--- src/rtl/dp_alu_pkg.sv ---
// Package: shared operation codes and decode types for the data-processing ALU.
// Assumes a 4-bit operation field; unlisted codes are illegal.
package dp_alu_pkg;

    // Operation codes (4-bit field)
    typedef enum logic [3:0] {
        OPC_AND = 4'd0,
        OPC_XOR = 4'd1,
        OPC_SUB = 4'd2,
        OPC_RSB = 4'd3,
        OPC_ADD = 4'd4,
        OPC_ORR = 4'd12,
        OPC_MOV = 4'd13,
        OPC_BIC = 4'd14,
        OPC_MVN = 4'd15
    } alu_opc_e;

    // Which datapath supplies the result
    typedef enum logic [1:0] {
        PATH_NONE  = 2'd0,
        PATH_LOGIC = 2'd1,
        PATH_ARITH = 2'd2
    } alu_path_e;

    // Bitwise function selected inside the logic unit
    typedef enum logic [2:0] {
        LF_AND = 3'd0,
        LF_ORR = 3'd1,
        LF_XOR = 3'd2,
        LF_BIC = 3'd3,
        LF_MOV = 3'd4,
        LF_MVN = 3'd5
    } logic_fn_e;

    // Decoded control word
    typedef struct packed {
        alu_path_e path;
        logic_fn_e lfn;
        logic      swap;   // adder takes opb as minuend
        logic      negate; // adder inverts its second input and adds one
    } alu_ctrl_t;

endpackage

--- src/rtl/dp_alu_decode.sv ---
// Module: dp_alu_decode
// Turns the 4-bit operation code into a control word for the datapaths.
// Assumes nothing about the operands; purely combinational.
module dp_alu_decode
    import dp_alu_pkg::*;
(
    input  logic [3:0] op,
    output alu_ctrl_t  ctrl,
    output logic       illegal
);

    // Map each code to path, logic function and adder controls
    always_comb begin
        ctrl.path   = PATH_NONE;
        ctrl.lfn    = LF_AND;
        ctrl.swap   = 1'b0;
        ctrl.negate = 1'b0;
        illegal     = 1'b0;
        case (op)
            OPC_AND: begin ctrl.path = PATH_LOGIC; ctrl.lfn = LF_AND; end
            OPC_XOR: begin ctrl.path = PATH_LOGIC; ctrl.lfn = LF_XOR; end
            OPC_ORR: begin ctrl.path = PATH_LOGIC; ctrl.lfn = LF_ORR; end
            OPC_MOV: begin ctrl.path = PATH_LOGIC; ctrl.lfn = LF_MOV; end
            OPC_BIC: begin ctrl.path = PATH_LOGIC; ctrl.lfn = LF_BIC; end
            OPC_MVN: begin ctrl.path = PATH_LOGIC; ctrl.lfn = LF_MVN; end
            OPC_ADD: begin ctrl.path = PATH_ARITH; end
            OPC_SUB: begin ctrl.path = PATH_ARITH; ctrl.negate = 1'b1; end
            OPC_RSB: begin
                ctrl.path   = PATH_ARITH;
                ctrl.negate = 1'b1;
                ctrl.swap   = 1'b1;
            end
            default: illegal = 1'b1;
        endcase
    end

endmodule

--- src/rtl/dp_alu_logic.sv ---
// Module: dp_alu_logic
// Bitwise unit: AND, OR, XOR, bit clear, move and move inverted.
// Assumes both operands are WIDTH bits; each bit slice is independent.
module dp_alu_logic
    import dp_alu_pkg::*;
#(
    parameter int WIDTH = 32
) (
    input  logic [WIDTH-1:0] a,
    input  logic [WIDTH-1:0] b,
    input  logic_fn_e        fn,
    output logic [WIDTH-1:0] y
);

    // One identical slice per bit position
    for (genvar i = 0; i < WIDTH; i++) begin : g_bit
        // Pick the bit function for this slice
        always_comb begin
            case (fn)
                LF_AND:  y[i] = a[i] & b[i];
                LF_ORR:  y[i] = a[i] | b[i];
                LF_XOR:  y[i] = a[i] ^ b[i];
                LF_BIC:  y[i] = a[i] & ~b[i];
                LF_MOV:  y[i] = b[i];
                LF_MVN:  y[i] = ~b[i];
                default: y[i] = 1'b0;
            endcase
        end
    end

endmodule

--- src/rtl/dp_alu_arith.sv ---
// Module: dp_alu_arith
// Single shared adder for add, subtract and reverse subtract.
// Assumes subtraction is done as x + ~y + 1; carry out is then not-borrow.
module dp_alu_arith #(
    parameter int WIDTH = 32
) (
    input  logic [WIDTH-1:0] a,
    input  logic [WIDTH-1:0] b,
    input  logic             swap,
    input  logic             negate,
    output logic [WIDTH-1:0] sum,
    output logic             carry,
    output logic             ovf
);

    localparam int MSB = WIDTH - 1;

    logic [WIDTH-1:0] x_in;
    logic [WIDTH-1:0] y_sel;
    logic [WIDTH-1:0] y_in;
    logic [WIDTH:0]   wide;

    // Order the operands and condition the second adder input
    always_comb begin
        x_in  = swap ? b : a;
        y_sel = swap ? a : b;
        y_in  = negate ? ~y_sel : y_sel;
    end

    // Add with carry-in equal to the negate control
    always_comb begin
        wide = {1'b0, x_in} + {1'b0, y_in} + {{WIDTH{1'b0}}, negate};
        sum  = wide[MSB:0];
    end

    // Carry out and signed overflow of the conditioned addition
    always_comb begin
        carry = wide[WIDTH];
        ovf   = (x_in[MSB] == y_in[MSB]) && (wide[MSB] != x_in[MSB]);
    end

endmodule

--- src/rtl/dp_alu_flags.sv ---
// Module: dp_alu_flags
// Builds N, Z, C and V from the selected result and the source of the carry.
// Assumes arithmetic codes own C and V; all other codes pass them through.
module dp_alu_flags #(
    parameter int WIDTH = 32
) (
    input  logic [WIDTH-1:0] res,
    input  logic             from_adder,
    input  logic             add_c,
    input  logic             add_v,
    input  logic             shift_carry,
    input  logic             v_in,
    output logic             n,
    output logic             z,
    output logic             c,
    output logic             v
);

    // Sign and zero detection on the final result
    always_comb begin
        n = res[WIDTH-1];
        z = ~|res;
    end

    // Carry and overflow source selection
    always_comb begin
        c = from_adder ? add_c : shift_carry;
        v = from_adder ? add_v : v_in;
    end

endmodule

--- src/rtl/dp_alu.sv ---
// Module: dp_alu (top)
// Combinational data-processing ALU: two sources, one result, four flags.
// Assumes opb has already passed through the shifter and shift_carry is its
// carry; an undefined code yields zero and raises bad_op.
module dp_alu
    import dp_alu_pkg::*;
#(
    parameter int WIDTH = 32
) (
    input  logic [WIDTH-1:0] opa,
    input  logic [WIDTH-1:0] opb,
    input  logic [3:0]       op,
    input  logic             shift_carry,
    input  logic             v_in,
    output logic [WIDTH-1:0] result,
    output logic             flag_n,
    output logic             flag_z,
    output logic             flag_c,
    output logic             flag_v,
    output logic             bad_op
);

    alu_ctrl_t        ctrl;
    logic [WIDTH-1:0] logic_y;
    logic [WIDTH-1:0] arith_y;
    logic             arith_c;
    logic             arith_v;
    logic             use_adder;

    dp_alu_decode u_decode (
        .op      (op),
        .ctrl    (ctrl),
        .illegal (bad_op)
    );

    dp_alu_logic #(.WIDTH(WIDTH)) u_logic (
        .a  (opa),
        .b  (opb),
        .fn (ctrl.lfn),
        .y  (logic_y)
    );

    dp_alu_arith #(.WIDTH(WIDTH)) u_arith (
        .a      (opa),
        .b      (opb),
        .swap   (ctrl.swap),
        .negate (ctrl.negate),
        .sum    (arith_y),
        .carry  (arith_c),
        .ovf    (arith_v)
    );

    // Result multiplexer over the two datapaths; illegal gives zero
    always_comb begin
        use_adder = (ctrl.path == PATH_ARITH);
        case (ctrl.path)
            PATH_LOGIC: result = logic_y;
            PATH_ARITH: result = arith_y;
            default:    result = '0;
        endcase
    end

    dp_alu_flags #(.WIDTH(WIDTH)) u_flags (
        .res         (result),
        .from_adder  (use_adder),
        .add_c       (arith_c),
        .add_v       (arith_v),
        .shift_carry (shift_carry),
        .v_in        (v_in),
        .n           (flag_n),
        .z           (flag_z),
        .c           (flag_c),
        .v           (flag_v)
    );

endmodule

--- config.mk ---
export PLATFORM = sky130hd
export DESIGN_NAME = dp_alu
export DESIGN_NICKNAME = d
export VERILOG_FILES = /design/src/rtl/dp_alu_pkg.sv /design/src/rtl/dp_alu_decode.sv /design/src/rtl/dp_alu_logic.sv /design/src/rtl/dp_alu_arith.sv /design/src/rtl/dp_alu_flags.sv /design/src/rtl/dp_alu.sv
export SDC_FILE = /design/constraint.sdc
export NUM_CORES = 1
export LEC_CHECK = 0
export CORE_UTILIZATION = 59
export DETAILED_ROUTE_END_ITERATION = 10
export DONT_BUFFER_PORTS = 1
export PLACE_DENSITY = 0.77
export RECOVER_POWER = 50
export SYNTH_ARGS = -nofsm -noshare
export SYNTH_HDL_FRONTEND = slang
export SYNTH_HIERARCHICAL = 1
export SYNTH_SLANG_ARGS = --single-unit
--- constraint.sdc ---
create_clock -name vclk -period 16
set_input_delay 3.2 -clock vclk [all_inputs]
set_output_delay 3.2 -clock vclk [all_outputs]
set_load 0.01 [all_outputs]
==> results_dict.tcl, run 1 <==
set metrics [dict create \
    status "finished, violations left" \
    violations "capacitance limit, slew limit" \
    p_leak_nw 2.375 \
    routed_wl_um 16530 \
    synthAdderAreaFrac_pct 14.66 \
    seq_cells 0 \
    synthDistinctLibCells 75 \
    syn_nets 950 \
    antenna_found_initial 0 \
    first_iter_violations 456 \
    cts_resized 0 \
    maxCapViolCount 2 \
    netlist_area_mm2 0.005771 \
    critPathMaxFanout 66 \
    ys_warn_count 6 \
    clock.fmax_ghz 0.07568 \
    ys_seq_area_share_pct 0 \
    die_area_mm2 0.01018 \
    track_usage_pct 31.34 \
    port_buffers 0 \
    power_frac_clock_pct 0 \
    intPower_mw 0.1031 \
    final_antenna_net_count 0 \
    power.density_mw_per_mm2 45.00 \
    slew_viol_final 100 \
    dp_hpwl_um 12240 \
    grt_pass1_wl_um 26410 \
    worst_slack_ns 2.787 \
    max-vdd-ir-drop_mv 0.01716 \
    synth_compound_area_share_pct 34.65 \
    crit_slowest_cell "clkbuf_1" \
    overflow 0 \
    rows 35 \
    post_drt_via_cell_ratio 6.779 \
    finish.utilization_pct 59.91 \
    fin_crit_ns 13.21 \
    fin_crit_sh_pct 82.58 \
    nets 905 \
    critPathLaunchType "primary input" \
    max_stage_delay_ns 2.02 \
    yosysTopAreaCell "ha_1" \
    seq_area_um2 0 \
    post_cts_buffers 0 \
    tightestPinTransition_ns 2.827 \
    synth.avg_cell_area_um2 7.098 \
    stdcell_area_mm2 0.005614 \
    grt_pass1_vias 5636 \
    netSwitchingFraction_pct 59.19 \
    cp.required_ns 12.80 \
    vias 6067 \
    num-fill-cells 924 \
    synth-xor-area-share_pct 8.500 \
    multiInputGateArea_mm2 0.005111 \
    synth_top_area_share_pct 14.31 \
    dieWidth_um 100.9 \
    cp_common_cell "nor2_1" \
    fp.coreArea_mm2 0.009371 \
    hold_buffers 0 \
    p_sw_mw 0.1495 \
    total_power_mw 0.2526 \
    synth_cells 813 \
    yosys.area_share.simple_pct 18.28 \
    antenna_cells 0 \
    syn2layout_area_growth_pct -2.710 \
    synth_area_leaders "ha_1, nor2_1, mux2_2" \
    drive_gt1_share_pct 9.791 \
    final_hold_viol_count 0 \
    power_frac_seq_pct 0 \
    pre_cts_ws_ns 4.989 \
    timing.setup.tns_ns 0 \
    combPwrFrac_pct 100.0 \
    synth_top_family_by_area "compound AO/OA/AOI/OAI gates" \
    start_util_pct 61.58 \
    finalSetupViolations 0 \
    grt_setup_unrepaired "no" \
    fin_cells 895 \
    cp_data_arrival_time_ns 10.01 \
    cp_cell_sequence "or4b_1 > o31ai_4 > clkbuf_1 > nor2b_1 > and2_0 > a21o_1 > a22oi_1 > nor2_1 > nor4_1 > nand4_1 > nor2_1" \
    whs_ns 6.554 \
    hold_path_class "in2out" \
    io_pins 107 \
    wire_per_inst_um 18.47 \
    drc 0 \
    end_kind "output pin" \
    grt_max_degree 67 \
    synth.mux.area_fraction_pct 12.19 \
    place_congestion 0.9494 \
    numPlacedInstances 895 \
    crit_type "in2out" \
    placed_area_mm2 0.005628 \
    nClkBuffers 0 \
    relSlewSlack_pct -88.45 \
    die_h_um 100.9 \
    drtPass1Iterations 6 \
]
synth_stat cells, types with 3 or more instances:
cell type	n
mux2_2	33
nand2_1	25
o32a_1	16
a211o_1	3
o21ai_0	17
nor2_1	126
nor3_1	12
ha_1	66
o21bai_1	3
buf_4	8
or3_1	4
a211oi_1	5
xor2_1	14
mux2i_1	32
buf_2	16
o21a_1	7
o32ai_1	16
a22oi_1	32
nor4_1	8
nor2b_1	3
and3_1	4
nand4_1	6
a21o_1	28
o21ai_1	16
inv_1	76
a31oi_1	22
clkbuf_8	3
nand2b_1	5
a2bb2oi_2	13
buf_6	14
nand3_1	7
clkbuf_1	6
a21oi_1	64
nor3b_1	4
xnor2_1	42
buf_1	8
o31ai_1	3
critical path: cells and delay by family:
family                 cells  cell delay (ns)
buffers and inverters      1             2.02
AND/OR/NAND/NOR            7             4.32
AO/OA/AOI/OAI              3             0.45
layout by cell type, fill, tap and decap left out, drive strengths merged, types with 3 or more instances in the layout:
cell type / instances
nor3b: 4
nand3: 7
o21bai: 3
and4: 3
mux2i: 32
nand2: 25
o31ai: 5
a211o: 3
a22oi: 32
nor2: 126
a21oi: 66
nor3: 14
a21o: 29
o32ai: 16
nand2b: 6
a31oi: 22
xnor2: 42
nor2b: 4
mux2: 34
ha: 66
buf: 7
or3: 4
xor2: 14
nor4: 10
and3: 5
o21ai: 34
o21a: 7
a2bb2oi: 15
a211oi: 6
o211ai: 3
and2: 3
nand4: 6
inv: 76
o32a: 16
per-layer routing:
metal | global-route usage, % | vias to the layer above | wire [um]
li1 | - | 2885 | -
met4 | 9.588 | 0 | 240
met5 | 0 | - | 0
met2 | 56.27 | 290 | 7929
met3 | 2.150 | 28 | 1387
met1 | 39.79 | 2864 | 6971
power groups by stage:
stage | Clock [mW] | Combinational, mW | Sequential, mW
floorplan | 0 | 0.207 | 0
global placement | 0 | 0.242 | 0
detailed placement | 0 | 0.247 | 0
CTS | 0 | 0.249 | 0
global route | 0 | 0.276 | 0
finish | 0 | 0.253 | 0
final timing paths:
path / slack (ns) / from / depth (start not counted) / end
max: 2.79 / op[1] / 11 / flag_z
min: 6.55 / shift_carry / 1 / flag_c
final cells by class:
cell class                      count  share of cell area (%)
Tap cell                          129                   2.875
Multi-Input combinational cell    682                   91.04
Inverter                           76                   5.081
Timing Repair Buffer                8                   1.003
cells by family (layout without fill, tap and decap cells):
| family | after synthesis | count (layout) |
|---|---|---|
| AND/OR/NAND/NOR | 221 | 221 |
| AO/OA/AOI/OAI | 272 | 272 |
| buffers and inverters | 131 | 84 |
| multiplexers | 66 | 66 |
| XOR/XNOR | 56 | 56 |
| adder cells (fa/ha/maj) | 67 | 67 |
No activity file was read; power rests on OpenSTA's default activity.
==> run 2: changes to the inputs <==
==> constraint.sdc (replaced) <==
create_clock -name vclk -period 13.4
set_input_delay 2.68 -clock vclk [all_inputs]
set_output_delay 2.68 -clock vclk [all_outputs]
set_load 0.01 [all_outputs]
==> results_dict.tcl, run 2 (same netlist as run 1, synthesis figures left out) <==
set metrics [dict create \
    status "finished, violations left" \
    violations "capacitance limit, slew limit" \
    routed_wl_um 16550 \
    die_area_mm2 0.01018 \
    grt_setup_unrepaired "no" \
    grt_max_degree 67 \
    grt_pass1_vias 5910 \
    post_cts_buffers 0 \
    port_buffers 0 \
    slew_viol_final 67 \
    drive_gt1_share_pct 9.791 \
    seq_area_um2 0 \
    crit_slowest_cell "clkbuf_1" \
    worst_slack_ns 2.460 \
    tightestPinTransition_ns 2.796 \
    post_drt_via_cell_ratio 6.764 \
    power_frac_seq_pct 0 \
    pre_cts_ws_ns 3.440 \
    wire_per_inst_um 18.49 \
    power_frac_clock_pct 0 \
    nets 905 \
    top_usage_layer "met2" \
    nClkBuffers 0 \
    fin_crit_ns 10.94 \
    place_congestion 0.9294 \
    final_hold_viol_count 0 \
    first_iter_violations 410 \
    track_usage_pct 31.30 \
    intPower_mw 0.1230 \
    syn2layout_area_growth_pct -2.775 \
    die_h_um 100.9 \
    final_antenna_net_count 0 \
    overflow 0 \
    antenna_found_initial 0 \
    cp.required_ns 10.72 \
    crit_type "in2out" \
    p_sw_mw 0.1780 \
    critPathLaunchType "primary input" \
    critPathMaxFanout 66 \
    globalRouteMet2Util_pct 56.32 \
    vias 6054 \
    drtPass1Iterations 5 \
    cp_cell_sequence "or4b_1 > o31ai_4 > clkbuf_1 > nor2b_1 > and2_4 > a2bb2oi_2 > o21ai_0 > a22oi_1 > nor2_1 > nor4_1 > nand4_1 > nor2_1" \
    num-fill-cells 931 \
    layout_common_cells "nor2_1, inv_1, ha_1, a21oi_1, xnor2_1" \
    start_util_pct 61.58 \
    hold_path_class "in2out" \
    cp_common_cell "nor2_1" \
    antenna_cells 0 \
    rows 35 \
    clock.fmax_ghz 0.09141 \
    max-vdd-ir-drop_mv 0.02315 \
    combPwrFrac_pct 100.0 \
    max_stage_delay_ns 2.00 \
    gr-usage-met3_pct 2.011 \
    worst-path-buf-inv 1 \
    critical-path-top-delay-family "simple AND/OR/NAND/NOR gates" \
    dieWidth_um 100.9 \
    netSwitchingFraction_pct 59.13 \
    use_met1_pct 39.19 \
    timing.setup.tns_ns 0 \
    dp_hpwl_um 12230 \
    seq_cells 0 \
    cts_resized 0 \
    final_common_cell "nor2_1" \
    fin_crit_sh_pct 81.64 \
    relSlewSlack_pct -86.43 \
    p_leak_nw 2.377 \
    grt_pass1_wl_um 26540 \
    hold_buffers 0 \
    fp.coreArea_mm2 0.009371 \
    cp_data_arrival_time_ns 8.26 \
    power.density_mw_per_mm2 53.66 \
    end_kind "output pin" \
    drc 0 \
    maxCapViolCount 1 \
    io_pins 107 \
    finalSetupViolations 0 \
]
run 2: cell count changes in the layout (fill, tap and decap cells not counted):
cell       delta
o21ai_0       -2
o21ai_1       +2
a2bb2oi_1     +1
a2bb2oi_2     -1
and2_0        -1
and2_4        +1
run 2: power by group through the flow:
| stage | combinational [mW] | clock [mW] | sequential [mW] |
|---|---|---|---|
| 3_5_place_dp | 0.295 | 0 | 0 |
| 2_1_floorplan | 0.247 | 0 | 0 |
| 4_1_cts | 0.297 | 0 | 0 |
| 6_report | 0.301 | 0 | 0 |
| 3_3_place_gp | 0.289 | 0 | 0 |
| 5_1_grt | 0.330 | 0 | 0 |
run 2: area by class of cell:
class | count | area, um^2 | area share [%]
well taps | 129 | 161.4 | 2.877
inverters | 76 | 285.3 | 5.085
multi-input cells | 682 | 5107 | 91.03
repair buffers | 8 | 56.30 | 1.004
run 2: stage by stage:
stage / area (um^2) / util [%] / hold WS [ns] / instances / total power, mW
3_5_place_dp: 5628 / 60.05 / 5.515 / 895 / 0.2947
6_report: 5610 / 59.87 / 5.514 / 895 / 0.3010
4_1_cts: 5628 / 60.05 / 5.515 / 895 / 0.2968
5_1_grt: 5610 / 59.87 / 5.517 / 895 / 0.3299
2_1_floorplan: 5771 / - / 5.511 / 813 / 0.2468
3_3_place_gp: 5628 / 60.05 / 5.515 / 895 / 0.2887
run 2: metal layers:
metal	up-vias	wire, um
met1	2868	7147
met3	34	1183
li1	2891	-
met2	261	7873
met5	-	0
met4	0	341
run 2: final timing paths:
path,start,end,depth (start not counted)
worst max-delay path,op[1],flag_z,12
worst min-delay path,shift_carry,flag_c,1
